===== src/rtl/eeprom2w_pkg.sv =====
// Shared constants and the phase type of the two-wire EEPROM slave.
// Assumes the control byte layout: 4-bit code, block bits, direction bit.
package eeprom2w_pkg;
    localparam int BYTE_W  = 8;
    localparam int BLK_W   = 3;
    localparam int CODE_W  = BYTE_W - BLK_W - 1;
    localparam int WADDR_W = BYTE_W;
    localparam int ADDR_W  = BLK_W + WADDR_W;
    localparam int CNT_W   = $clog2(BYTE_W + 2);

    typedef enum logic [2:0] {
        PH_IDLE,
        PH_CTRL,
        PH_WADDR,
        PH_WDATA,
        PH_RDATA
    } phase_t;
endpackage


===== src/rtl/eeprom2w_line_sense.sv =====
// Samples the bus lines and derives clock edges and START/STOP events.
// Assumes scl_i and sda_i are already synchronous to clk and glitch-free.
module eeprom2w_line_sense (
    input  logic clk,
    input  logic rst_n,
    input  logic scl_i,
    input  logic sda_i,
    output logic scl_hi,
    output logic sda_lvl,
    output logic scl_rise,
    output logic scl_fall,
    output logic start_ev,
    output logic stop_ev
);
    logic scl_r, sda_r, scl_p, sda_p;

    // Two-deep history of both lines; idle bus level is high.
    always_ff @(posedge clk) begin
        if (!rst_n) begin
            scl_r <= 1'b1;
            sda_r <= 1'b1;
            scl_p <= 1'b1;
            sda_p <= 1'b1;
        end else begin
            scl_r <= scl_i;
            sda_r <= sda_i;
            scl_p <= scl_r;
            sda_p <= sda_r;
        end
    end

    assign scl_hi   = scl_r;
    assign sda_lvl  = sda_r;
    assign scl_rise = scl_r & ~scl_p;
    assign scl_fall = ~scl_r & scl_p;
    assign start_ev = scl_r & scl_p & sda_p & ~sda_r;
    assign stop_ev  = scl_r & scl_p & ~sda_p & sda_r;
endmodule


===== src/rtl/eeprom2w_addr_ctr.sv =====
// Array address counter: loadable, increments with natural wrap at the top.
// Assumes load and inc are never both needed; load wins if they are.
module eeprom2w_addr_ctr #(
    parameter int AW = 11
) (
    input  logic          clk,
    input  logic          rst_n,
    input  logic          load,
    input  logic [AW-1:0] load_val,
    input  logic          inc,
    output logic [AW-1:0] addr
);
    // Holds the next array address to be accessed.
    always_ff @(posedge clk) begin
        if (!rst_n)
            addr <= '0;
        else if (load)
            addr <= load_val;
        else if (inc)
            addr <= addr + 1'b1;
    end
endmodule


===== src/rtl/eeprom2w_slave.sv =====
// Two-wire bus slave front end for a 2048-byte EEPROM.
// Bits are sampled on clock-high; the slave changes the line only after a
// clock fall. Assumes a combinational array read port (rd_data at rd_addr)
// and an external page buffer fed by the wr_* strobes.
module eeprom2w_slave
    import eeprom2w_pkg::*;
#(
    parameter logic [CODE_W-1:0] DEV_CODE = 4'b1010
) (
    input  logic              clk,
    input  logic              rst_n,
    input  logic              scl_i,
    input  logic              sda_i,
    output logic              sda_oe,
    input  logic              write_busy,
    output logic              wr_valid,
    output logic [ADDR_W-1:0] wr_addr,
    output logic [BYTE_W-1:0] wr_data,
    output logic              wr_commit,
    output logic              wr_abort,
    output logic [ADDR_W-1:0] rd_addr,
    input  logic [BYTE_W-1:0] rd_data
);
    localparam logic [CNT_W-1:0] CNT_LAST = CNT_W'(BYTE_W);
    localparam logic [CNT_W-1:0] CNT_ACK  = CNT_W'(BYTE_W + 1);
    localparam logic [CNT_W-1:0] CNT_ONE  = CNT_W'(1);

    logic scl_hi, sda_lvl, scl_rise, scl_fall, start_ev, stop_ev;
    phase_t            phase;
    logic [CNT_W-1:0]  cnt;
    logic [BYTE_W-1:0] shreg;
    logic [BLK_W-1:0]  blk;
    logic              m_ack, has_wr;
    logic              ac_load, ac_inc, rd_load, ack_fall;
    logic [ADDR_W-1:0] addr;

    eeprom2w_line_sense u_sense (
        .clk(clk), .rst_n(rst_n), .scl_i(scl_i), .sda_i(sda_i),
        .scl_hi(scl_hi), .sda_lvl(sda_lvl), .scl_rise(scl_rise),
        .scl_fall(scl_fall), .start_ev(start_ev), .stop_ev(stop_ev)
    );

    eeprom2w_addr_ctr #(.AW(ADDR_W)) u_addr (
        .clk(clk), .rst_n(rst_n), .load(ac_load),
        .load_val({blk, shreg}), .inc(ac_inc), .addr(addr)
    );

    assign rd_addr = addr;

    // Address counter strobes: load after the word address, step per byte.
    always_comb begin
        ack_fall = !write_busy && scl_fall && (cnt == CNT_ACK);
        rd_load  = ack_fall && (((phase == PH_CTRL) && shreg[0]) ||
                                ((phase == PH_RDATA) && m_ack));
        ac_load  = ack_fall && (phase == PH_WADDR);
        ac_inc   = rd_load || (!write_busy && scl_fall &&
                               (cnt == CNT_LAST) && (phase == PH_WDATA));
    end

    // Bit-level protocol engine: phases, shifting, acknowledge, strobes.
    always_ff @(posedge clk) begin
        if (!rst_n) begin
            phase     <= PH_IDLE;
            cnt       <= '0;
            shreg     <= '0;
            blk       <= '0;
            m_ack     <= 1'b0;
            has_wr    <= 1'b0;
            sda_oe    <= 1'b0;
            wr_valid  <= 1'b0;
            wr_addr   <= '0;
            wr_data   <= '0;
            wr_commit <= 1'b0;
            wr_abort  <= 1'b0;
        end else begin
            wr_valid  <= 1'b0;
            wr_commit <= 1'b0;
            wr_abort  <= 1'b0;
            if (write_busy) begin
                phase  <= PH_IDLE;
                cnt    <= '0;
                sda_oe <= 1'b0;
                has_wr <= 1'b0;
            end else if (start_ev) begin
                if (phase == PH_WDATA && has_wr)
                    wr_abort <= 1'b1;
                phase  <= PH_CTRL;
                cnt    <= '0;
                sda_oe <= 1'b0;
                has_wr <= 1'b0;
            end else if (stop_ev) begin
                if (phase == PH_WDATA && has_wr) begin
                    if (cnt <= CNT_ONE)
                        wr_commit <= 1'b1;
                    else
                        wr_abort <= 1'b1;
                end
                phase  <= PH_IDLE;
                sda_oe <= 1'b0;
                has_wr <= 1'b0;
            end else if (phase != PH_IDLE) begin
                if (scl_rise) begin
                    if (cnt < CNT_LAST) begin
                        if (phase != PH_RDATA)
                            shreg <= {shreg[BYTE_W-2:0], sda_lvl};
                    end else if (cnt == CNT_LAST && phase == PH_RDATA) begin
                        m_ack <= ~sda_lvl;
                    end
                    if (cnt < CNT_ACK)
                        cnt <= cnt + 1'b1;
                end else if (scl_fall) begin
                    if (cnt == CNT_LAST) begin
                        if (phase == PH_RDATA) begin
                            sda_oe <= 1'b0;
                        end else if (phase == PH_CTRL &&
                                     shreg[BYTE_W-1 -: CODE_W] != DEV_CODE) begin
                            phase <= PH_IDLE;
                        end else begin
                            sda_oe <= 1'b1;
                            if (phase == PH_CTRL)
                                blk <= shreg[BLK_W:1];
                            if (phase == PH_WDATA) begin
                                wr_valid <= 1'b1;
                                wr_addr  <= addr;
                                wr_data  <= shreg;
                                has_wr   <= 1'b1;
                            end
                        end
                    end else if (cnt == CNT_ACK) begin
                        cnt    <= '0;
                        sda_oe <= 1'b0;
                        case (phase)
                            PH_CTRL:  phase <= shreg[0] ? PH_RDATA : PH_WADDR;
                            PH_WADDR: phase <= PH_WDATA;
                            PH_RDATA: if (!m_ack) phase <= PH_IDLE;
                            default:  phase <= phase;
                        endcase
                        if (rd_load) begin
                            shreg  <= rd_data;
                            sda_oe <= ~rd_data[BYTE_W-1];
                        end
                    end else if (cnt != '0 && phase == PH_RDATA) begin
                        shreg  <= {shreg[BYTE_W-2:0], 1'b0};
                        sda_oe <= ~shreg[BYTE_W-2];
                    end
                end
            end
        end
    end
endmodule


===== config.mk =====
export PLATFORM = sky130hd
export DESIGN_NAME = eeprom2w_slave
export DESIGN_NICKNAME = d
export VERILOG_FILES = /design/src/rtl/eeprom2w_pkg.sv /design/src/rtl/eeprom2w_line_sense.sv /design/src/rtl/eeprom2w_addr_ctr.sv /design/src/rtl/eeprom2w_slave.sv
export SDC_FILE = /design/constraint.sdc
export NUM_CORES = 1
export LEC_CHECK = 0
export BUFFER_PORTS_ARGS = -buffer_cell sky130_fd_sc_hd__buf_2
export CAP_MARGIN = 15
export CORE_ASPECT_RATIO = 0.75
export CORE_UTILIZATION = 45
export DETAILED_ROUTE_END_ITERATION = 12
export GPL_ROUTABILITY_DRIVEN = 0
export GPL_TIMING_DRIVEN = 1
export PLACE_DENSITY = 0.79
export SLEW_MARGIN = 10
export SYNTH_ARGS = -nofsm -noshare
export SYNTH_HDL_FRONTEND = slang
export SYNTH_HIERARCHICAL = 1
export SYNTH_SLANG_ARGS = --single-unit

===== constraint.sdc =====
create_clock -name clk -period 2.1 [get_ports clk]
set_input_delay 0.105 -clock clk [delete_from_list [all_inputs] [get_ports clk]]
set_output_delay 0.105 -clock clk [all_outputs]
set_load 0.02 [all_outputs]

== Yosys cells after proc, flatten, opt, wreduce, memory -nomap -nowiden ==
Cells that the tools add are included.

* Add/sub/neg operators: 2
* Order comparisons: 3
* Eq/ne operators: 21
* Muxes and demuxes: 40
* Bitwise operators: 25
* Reduce and logical (&&, ||, !) cells: 42

{| class="wikitable"
|+ Operator list
! kind !! count
|-
| 8-bit two-way mux || 8
|-
| 10-bit AND reduction || 3
|-
| 11-bit two-way mux || 2
|-
| 4-bit two-way mux || 5
|-
| 1-bit two-way mux || 18
|-
| 3-bit two-way mux || 6
|-
| 1-bit inverter || 18
|-
| 8-bit AND reduction || 2
|-
| 3-bit nonzero test || 5
|-
| 7-bit AND reduction || 2
|-
| 1-bit logical AND || 12
|-
| 4-bit != test (second input constant) || 3
|-
| 4-bit nonzero test || 3
|-
| 11-bit by 1-bit adder with 11-bit output (second input constant) || 1
|-
| 10-bit OR reduction || 1
|-
| 3-bit != test (second input constant) || 3
|-
| 3-bit case mux with 3 select lines || 1
|-
| 4-bit == test (second input constant) || 2
|-
| 4-bit less-than comparator (second input constant) || 2
|-
| 2-bit by 1-bit != test with 1-bit output (second input constant) || 4
|-
| 2-bit nonzero test || 4
|-
| 1-bit bitwise AND || 7
|-
| 3-bit by 2-bit == test with 1-bit output (second input constant) || 2
|-
| 2-bit != test (second input constant) || 3
|-
| other kinds (15) || 16
|}

* Register bits: 58
* Input port bits: 13
* Output and inout bits: 34
* Word-level logic and storage cells: 151

== Longest topological paths before layout ==
Gate-level depths: netlist (run 1).

* Depth after elaboration: 10
* Depth in mapped cells: 9
* Depth with buffers taken out: 8

== Hierarchy ==
The synthesis (run 1) kept the hierarchy.

{| class="wikitable"
|+ By module, submodules not included
! module !! times used !! cells an instance !! area each (sq um) !! sequential area each (sq um)
|-
| eeprom2w_slave || 1 || 266 || 2,157.1 || 860.8
|-
| eeprom2w_addr_ctr || 1 || 78 || 666.9 || 220.2
|-
| eeprom2w_line_sense || 1 || 12 || 137.6 || 80.1
|}

== Worst setup path after synthesis (run 1) ==
Ideal clock, no wire load.

* Path type: register to register
* From: register phase[1]
* To: register u_addr.addr[5]
* Library setup time: 0.127 ns
* Arrival time: 2.080 ns
* Required time: 1.973 ns
* Setup slack: -0.107 ns
* Stages on the path, launching flop included: 8
* Buffers on the path: 2
* Clock period less this slack: 2.207 ns
* Cells stage by stage: dfxtp_1 -> buf_2 -> or3b_1 -> nor3_1 -> clkbuf_1 -> inv_1 -> o21ai_0 -> a31oi_1

* Elaborated cells between the ends (all ways): 13
* Classes of those cells: eq/ne: 4; mux: 1; reduce/logical: 8

{| class="wikitable"
|+ RTL lines
! what !! RTL line !! source
|-
| start: declaration || eeprom2w_slave.sv:29 || <nowiki>phase_t phase;</nowiki>
|-
| start signal: assignment || eeprom2w_slave.sv:133 || <nowiki>PH_CTRL: phase <= shreg[0] ? PH_RDATA : PH_WADDR;</nowiki>
|-
| start signal: assignment || eeprom2w_slave.sv:136 || <nowiki>default: phase <= phase;</nowiki>
|-
| 3-bit by 2-bit == test with 1-bit output * || eeprom2w_slave.sv:55 || <nowiki>ac_load = ack_fall && (phase == PH_WADDR);</nowiki>
|-
| 1-bit logical AND * || eeprom2w_slave.sv:55 ||
|-
| via ac_load || eeprom2w_slave.sv:34 || <nowiki>logic ac_load, ac_inc, rd_load, ack_fall;</nowiki>
|-
| 11-bit two-way mux or 2-bit nonzero test (tied branches) || - ||
|-
| end signal: assignment || eeprom2w_addr_ctr.sv:18 || <nowiki>addr <= load_val;</nowiki>
|-
| end signal: assignment || eeprom2w_addr_ctr.sv:20 || <nowiki>addr <= addr + 1'b1;</nowiki>
|-
| end: declaration || eeprom2w_addr_ctr.sv:11 || <nowiki>output logic [AW-1:0] addr</nowiki>
|}

The timed path passes the listed nets; every way through them passes the cells marked *.
A chain may end at the register's enable or synchronous reset.

== Worst setup path after layout (run 1) ==
* From: register phase[2]
* To: register phase[0]

* Longest elaborated chain between the ends: 9
* Elaborated cells between the ends (all ways): 19
* Classes of those cells: eq/ne: 6; mux: 8; reduce/logical: 5

{| class="wikitable"
|+ Ends and longest elaborated chain
! what !! RTL line !! source
|-
| 3-bit == test (tied with other cells) || eeprom2w_slave.sv:113, eeprom2w_slave.sv:132 ||
|-
| 3-bit case mux with 3 select lines || eeprom2w_slave.sv:132 || <nowiki>case (phase)</nowiki>
|-
| 3-bit two-way mux || eeprom2w_slave.sv:129 || <nowiki>end else if (cnt == CNT_ACK) begin</nowiki>
|-
| 3-bit two-way mux || eeprom2w_slave.sv:112 || <nowiki>if (cnt == CNT_LAST) begin</nowiki>
|-
| 1-bit two-way mux || eeprom2w_slave.sv:111 || <nowiki>end else if (scl_fall) begin</nowiki>
|-
| 1-bit two-way mux || eeprom2w_slave.sv:102 || <nowiki>if (scl_rise) begin</nowiki>
|-
| 1-bit two-way mux || eeprom2w_slave.sv:101 || <nowiki>end else if (phase != PH_IDLE) begin</nowiki>
|-
| 1-bit two-way mux || eeprom2w_slave.sv:91 || <nowiki>end else if (stop_ev) begin</nowiki>
|-
| 1-bit two-way mux || eeprom2w_slave.sv:84 || <nowiki>end else if (start_ev) begin</nowiki>
|}

Parallel ways exist; a longest one is shown, timed or not. The select of a mux whose other input is x is not followed.

==> metrics.md, run 1 <==
| Metric | Value |
|---|---|
| Cell Area, Placed | `3530 sq um` |
| Total track usage | `0.253` |
| Synth top area share | `0.392` |
| Mean post-synth cell area | `8.32 sq um` |
| Largest net degree at the start of global routing | `21` |
| Clock Latency Late Sink | `0.34 ns` |
| WP data arrival | `2.41 ns` |
| Worst setup slack after layout | `-0.0479 ns` |
| DRT met1 WL | `3890 um` |
| Htree depth | `3` |
| Crit path kind | `flop to flop` |
| Reg-to-Reg End | `phase[0]` |
| Fin. max-slew vios | `0` |
| Final ANT Viol Nets | `0` |
| Io pins | `47` |
| Max clock buf depth | `2` |
| TritonCTS Buffers | `9` |
| Outcome | `finished with violations` |
| Row count | `25` |
| Synth-to-Final Area Change | `34.3%` |
| Netlist cell types | `56` |
| Cell count of the worst reg-to-reg path | `6` |
| Total number of vias | `3,096` |
| Met3 WL | `704 um` |
| Wire per inst | `16.2 um` |
| Minimum clock period | `2.15 ns` |
| Post-synthesis register bit count | `58` |
| Reg-to-reg setup timing slack | `-0.05 ns` |
| EDFF count, synth | `0` |
| Top cells by area, synth | `dfxtp_1, nand2_1, a21oi_1` |
| Met2 Routed Length | `3770 um` |
| Final hold slack | `0.128 ns` |
| Depth of the worst hold-timing path | `3` |
| Top layer in use | `met4` |
| RSZ-0062 raised after global routing | `yes` |
| Highest Clock Rate | `0.466 GHz` |
| Congestion Overflow GR | `0` |
| Asr flop ratio synth | `0` |
| Fin area | `3980 sq um` |
| Yosys top cell by area | `dfxtp_1` |
| Placement Setup Slack | `-0.0367 ns` |
| Die X | `95.7 um` |
| P_leak | `0.00162 uW` |
| Synthesized Nets | `374` |
| Critical Path RT | `2.36 ns` |
| Netlist Area Pre-Place | `2960 sq um` |
| IO buf count | `46` |
| ANT cells | `0` |
| Min-Delay Endpoint | `phase[0]` |
| Post-synthesis cell count | `356` |
| Startpoint type of the worst setup path | `flop` |
| Slew HR | `0.736` |
| Vias per cell | `5.80` |
| Number of global-route vias before repair | `2,810` |
| Setup TNS | `-0.0479 ns` |
| Period utilization | `1.02` |
| Worst r2r src | `phase[2]` |
| FF+latch area | `1170 sq um` |
| VDD IR max | `0.379 mV` |
| Layout fillers | `530` |
| Sequential element share of the synthesized area | `0.392` |
| Worst slew pin tran | `0.394 ns` |
| DP Wirelength | `5950 um` |
| Post-route DRC | `0` |
| Main synth FF type | `dfxtp_1` |
| DR pass1 iterations | `5` |
| Hold Crit Start | `write_busy` |
| Pwr Total | `2300 uW` |
| Final hold vios | `0` |
| First-pass GRT wire length | `13,100 um` |
| Layout cells sized above 1 | `0.342` |
| CTS tree | `done` |
| Initial DRC Count | `233` |
| Core Area | `6320 sq um` |
| Worst Setup End Kind | `flop` |
| Clock slew at reported path FFs | `0.06 ns` |
| Max-Cap Viols | `0` |
| Multi-input logic area | `1800 sq um` |
| CTS Sinks | `58` |
| Power density cells | `579 nW/um^2` |
| Die height | `72.3 um` |
| Synth Warn # | `6` |
| Total Wirelength | `8630 um` |
| Worst Path Max Fanout | `6` |
| Layout Skew | `0.00605 ns` |
| HP Class | `primary input to flop` |
| NumNets Final | `467` |
| Final setup fails | `1` |
| Antenna violations before repair | `0` |
| Initial core utilization | `0.469` |
| Die area | `6910 sq um` |
| Failing checks | `negative setup slack` |
| Clock Root Buffer | `clkbuf_8` |
==> state kept, by name, indices dropped and copies added, names as in the netlist <==
name	count
u_sense/scl_hi	1
wr_commit	1
u_sense/sda_p	1
wr_data	8
u_addr/addr	11
sda_oe	1
m_ack	1
u_sense/scl_p	1
wr_valid	1
has_wr	1
wr_addr	11
phase	3
wr_abort	1
u_sense/sda_lvl	1
cnt	4
blk	3
shreg	8
==> where the power goes <==
| part | internal [uW] | total [uW] | switching, uW | leakage, uW |
|---|---|---|---|---|
| Clock | 654 | 1110 | 453 | 0.000105 |
| Combinational | 36.3 | 86.3 | 49.9 | 0.00105 |
| Sequential | 1100 | 1110 | 5.06 | 0.000471 |
==> cell usage after synthesis (all sizes together), types with 3 or more instances <==
| cell | count |
|---|---|
| nand2 | 54 |
| a31oi | 6 |
| xnor2 | 4 |
| mux2i | 6 |
| inv | 8 |
| o21ai | 19 |
| buf | 8 |
| or3b | 4 |
| nand3 | 8 |
| nor2b | 6 |
| and4b | 3 |
| dfxtp | 58 |
| clkbuf | 10 |
| and2 | 3 |
| o211ai | 3 |
| nand3b | 6 |
| nor4bb | 3 |
| or3 | 6 |
| nor3 | 3 |
| and3 | 4 |
| a21oi | 35 |
| o221a | 8 |
| nand4 | 6 |
| nand2b | 11 |
| nor3b | 5 |
| ha | 5 |
| or4 | 5 |
| a211oi | 3 |
| nor2 | 32 |
==> metrics by stage <==
step           cells   util
5_1_grt          534  0.629
6_report         534  0.629
2_1_floorplan    356      -
3_5_place_dp     506  0.558
4_1_cts          524  0.598
3_3_place_gp     506  0.558
==> critical path, cell delays in order, from the launching register on <==
cell and delay [ns]:
dfxtp_4 0.37, buf_6 0.13, or3b_4 0.39, nor4b_4 0.30, o2111ai_2 0.23, or4_1 0.52, a31oi_1 0.14
==> cell type report <==
type,instances,area share
Clock buffer,9,0.0312
Clock inverter,6,0.0208
Inverter,8,0.00755
Multi-Input combinational cell,272,0.453
Sequential cell,58,0.295
Tap cell,81,0.0255
Timing Repair Buffer,100,0.167
==> timing repair <==
action                     4_1_cts  5_1_grt
resized for setup                4       36
setup endpoints to repair        5       42
hold buffers                     2        0
hold endpoints to repair         2        0
pin swaps                        1       13
cloned                           0        1
buffers inserted                 1        9
==> worst max-delay path by stage <==
stage / to / startpoint / cells after the start
detailed placement: u_addr/addr[8] / phase[0] / 7
global route: phase[0] / phase[2] / 6
CTS: u_addr/addr[9] / cnt[1] / 8
finish: phase[0] / phase[2] / 6
floorplan: wr_addr[4] / cnt[0] / 9
global placement: phase[0] / phase[2] / 6
==> routing by layer <==
layer / vias up / GRT usage
li1: 1469 / -
met1: 1450 / 0.333
met2: 144 / 0.377
met3: 33 / 0.0828
met4: 0 / 0.119
met5: - / 0
==> logic make-up (layout without fill, tap and decap cells) <==
logic type | count (synthesis) | count (layout) | share of synthesized area
and+or+nand+nor | 168 | 168 | 0.319
AOI/OAI and AO/OA | 87 | 87 | 0.189
xor gates and xnor gates | 5 | 5 | 0.0148
DFF | 58 | 58 | 0.392
buffers and inverters | 26 | 123 | 0.0397
adders and majority gates | 5 | 5 | 0.0211
muxes | 7 | 7 | 0.0241
==> layout by cell type, fill, tap and decap left out, types with 7 or more instances in the layout <==
cell type and instances:
nand2_1 54, a21oi_1 30, clkbuf_8 9, nand2b_1 11, nor2_1 32, o221a_2 8, buf_4 46, buf_2 46
o21ai_0 17, dfxtp_1 53, nand3_1 7
No activity file was read; power rests on OpenSTA's default activity.
==> inputs of run 2 (changes only) <==
Settings changed: MAX_ROUTING_LAYER from default to met4.
==> run 2 against run 1 <==
Compared with the run above: the run still ends with negative setup slack left; critical endpoint unchanged; clock-buffer cell count unchanged; die area unchanged; flip-flop and latch count unchanged; core utilization fell by 0.18 points; critical path depth unchanged; combinational power shrank 0.5%; sequential share of layout area up 0.084 points.
==> metrics.md, run 2 (synthesized netlist as in run 1, its figures left out) <==
| Metric | Value |
|---|---|
| Largest net degree at the start of global routing | `21` |
| Worst setup slack after layout | `-0.0666 ns` |
| Final core utilization | `0.628` |
| Synth-to-Final Area Change | `33.9%` |
| Final hold slack | `0.141 ns` |
| Core Area | `6320 sq um` |
| Period utilization | `1.03` |
| Most frequent cells in the layout | `nand2_1, dfxtp_1, buf_4, buf_2` |
| Sw Share | `0.222` |
| Htree depth | `3` |
| Antenna violations before repair | `0` |
| Fin area | `3970 sq um` |
| Outcome | `finished with violations` |
| Row count | `25` |
| Sw Pwr | `511 uW` |
| IO buf count | `46` |
| Failing checks | `negative setup slack` |
| Total number of vias | `3,114` |
| Cell count of the worst reg-to-reg path | `6` |
| Congestion Overflow GR | `0` |
| Clock Latency Late Sink | `0.35 ns` |
| Depth of the worst hold-timing path | `3` |
| HP Class | `primary input to flop` |
| Share of total power in combinational logic | `0.037` |
| Worst slew pin tran | `0.402 ns` |
| Clock power share | `0.482` |
| Clock slew at reported path FFs | `0.06 ns` |
| Minimum clock period | `2.17 ns` |
| Max clock buf depth | `2` |
| Internal power | `1790 uW` |
| Max-Cap Viols | `0` |
| Io pins | `47` |
| Initial DRC Count | `263` |
| Die height | `72.3 um` |
| Worst Path Max Fanout | `6` |
| First-pass GRT wire length | `13,100 um` |
| NumNets Final | `467` |
| CTS tree | `done` |
| Layout Skew | `0.00587 ns` |
| Initial core utilization | `0.469` |
| DP Wirelength | `5950 um` |
| Post-route DRC | `0` |
| Power density cells | `581 nW/um^2` |
| Wire per inst | `16.2 um` |
| P_leak | `0.00162 uW` |
| Total track usage | `0.262` |
| Final hold vios | `0` |
| ANT cells | `0` |
| Vias per cell | `5.83` |
| DRT met1 WL | `3880 um` |
| Top flop regs | `u_addr/addr: 11 flops, wr_addr: 11 flops` |
| DR pass1 iterations | `5` |
| Top layer in use | `met4` |
| Number of global-route vias before repair | `2,806` |
| Crit path kind | `flop to flop` |
| Layout fillers | `531` |
| Clock Root Buffer | `clkbuf_8` |
| Total Wirelength | `8660 um` |
| Met2 Routed Length | `3750 um` |
| Register share of total power | `0.481` |
| Final setup fails | `2` |
| Worst Setup End Kind | `flop` |
| Highest Clock Rate | `0.462 GHz` |
| Fin. max-slew vios | `0` |
| Cell Area, Placed | `3530 sq um` |
| Placement Setup Slack | `-0.0367 ns` |
| Critical Path RT | `2.36 ns` |
| Die area | `6910 sq um` |
| Commonest non-fill, non-tap cell in the layout | `nand2_1` |
| Slew HR | `0.730` |
| CTS Sinks | `58` |
| RSZ-0062 raised after global routing | `yes` |
| Layout cells sized above 1 | `0.338` |
| Met3 WL | `772 um` |
| VDD IR max | `0.379 mV` |
| Pwr Total | `2300 uW` |
| Final ANT Viol Nets | `0` |
| Startpoint type of the worst setup path | `flop` |
| WP data arrival | `2.43 ns` |
| TritonCTS Buffers | `9` |
| Die X | `95.7 um` |
-- run 2: cell counts in the layout (fill, tap and decap cells not counted) --
Identical to the previous run, type by type.
-- run 2: path summary, 6_finish.rpt --
path,start,endpoint,slack (ns)
setup / recovery,phase[2],phase[0],-0.07
setup reg to reg,phase[2],phase[0],-0.07
hold reg to reg,wr_addr[10],wr_addr[10],0.45
hold / removal,write_busy,phase[0],0.14
-- run 2: layout make-up --
cell class | instances | area, sq um | share of cell area
clock buffer | 9 | 124 | 0.0312
clock inverter | 6 | 82.6 | 0.0208
inverter | 8 | 30.0 | 0.00757
multi-input combinational | 272 | 1800 | 0.453
sequential | 58 | 1170 | 0.296
tap | 81 | 101 | 0.0256
timing repair buffer | 100 | 659 | 0.166
-- run 2: worst max-delay path: stages, from the launching register on --
cell and delay [ns]:
dfxtp_4 0.36, buf_6 0.12, or3b_4 0.39, nor4b_4 0.30, o2111ai_2 0.23, or4_1 0.52
a31oi_1 0.16
-- run 2: per-stage QoR --
step / cells / setup TNS [ns]
floorplan: 356 / 0
global placement: 506 / 0
detailed placement: 506 / -0.0664
CTS: 524 / 0
global route: 534 / -0.266
finish: 534 / -0.0673
-- run 2: repair_timing --
item                                    4_1_cts  5_1_grt
endpoints found under the setup margin        5       42
buffers inserted                              1        9
pin swaps                                     1       11
endpoints found under the hold margin         2        0
gates resized for setup                       4       33
hold buffers                                  2        0
cloned                                        0        1
-- run 2: power groups by stage --
stage	registers [uW]	clock network (uW)	logic, uW
2_1_floorplan	1130	0	45.6
3_3_place_gp	1130	0	76.2
3_5_place_dp	1130	0	77.6
4_1_cts	1110	1130	81.3
5_1_grt	1110	1170	92.4
6_report	1110	1110	85.9
-- run 2: layer usage --
layer / global-route usage / vias to the layer above
met5: - / -
met3: 0.0933 / 32
met2: 0.376 / 160
met4: 0.0995 / 0
met1: 0.336 / 1455
li1: - / 1467
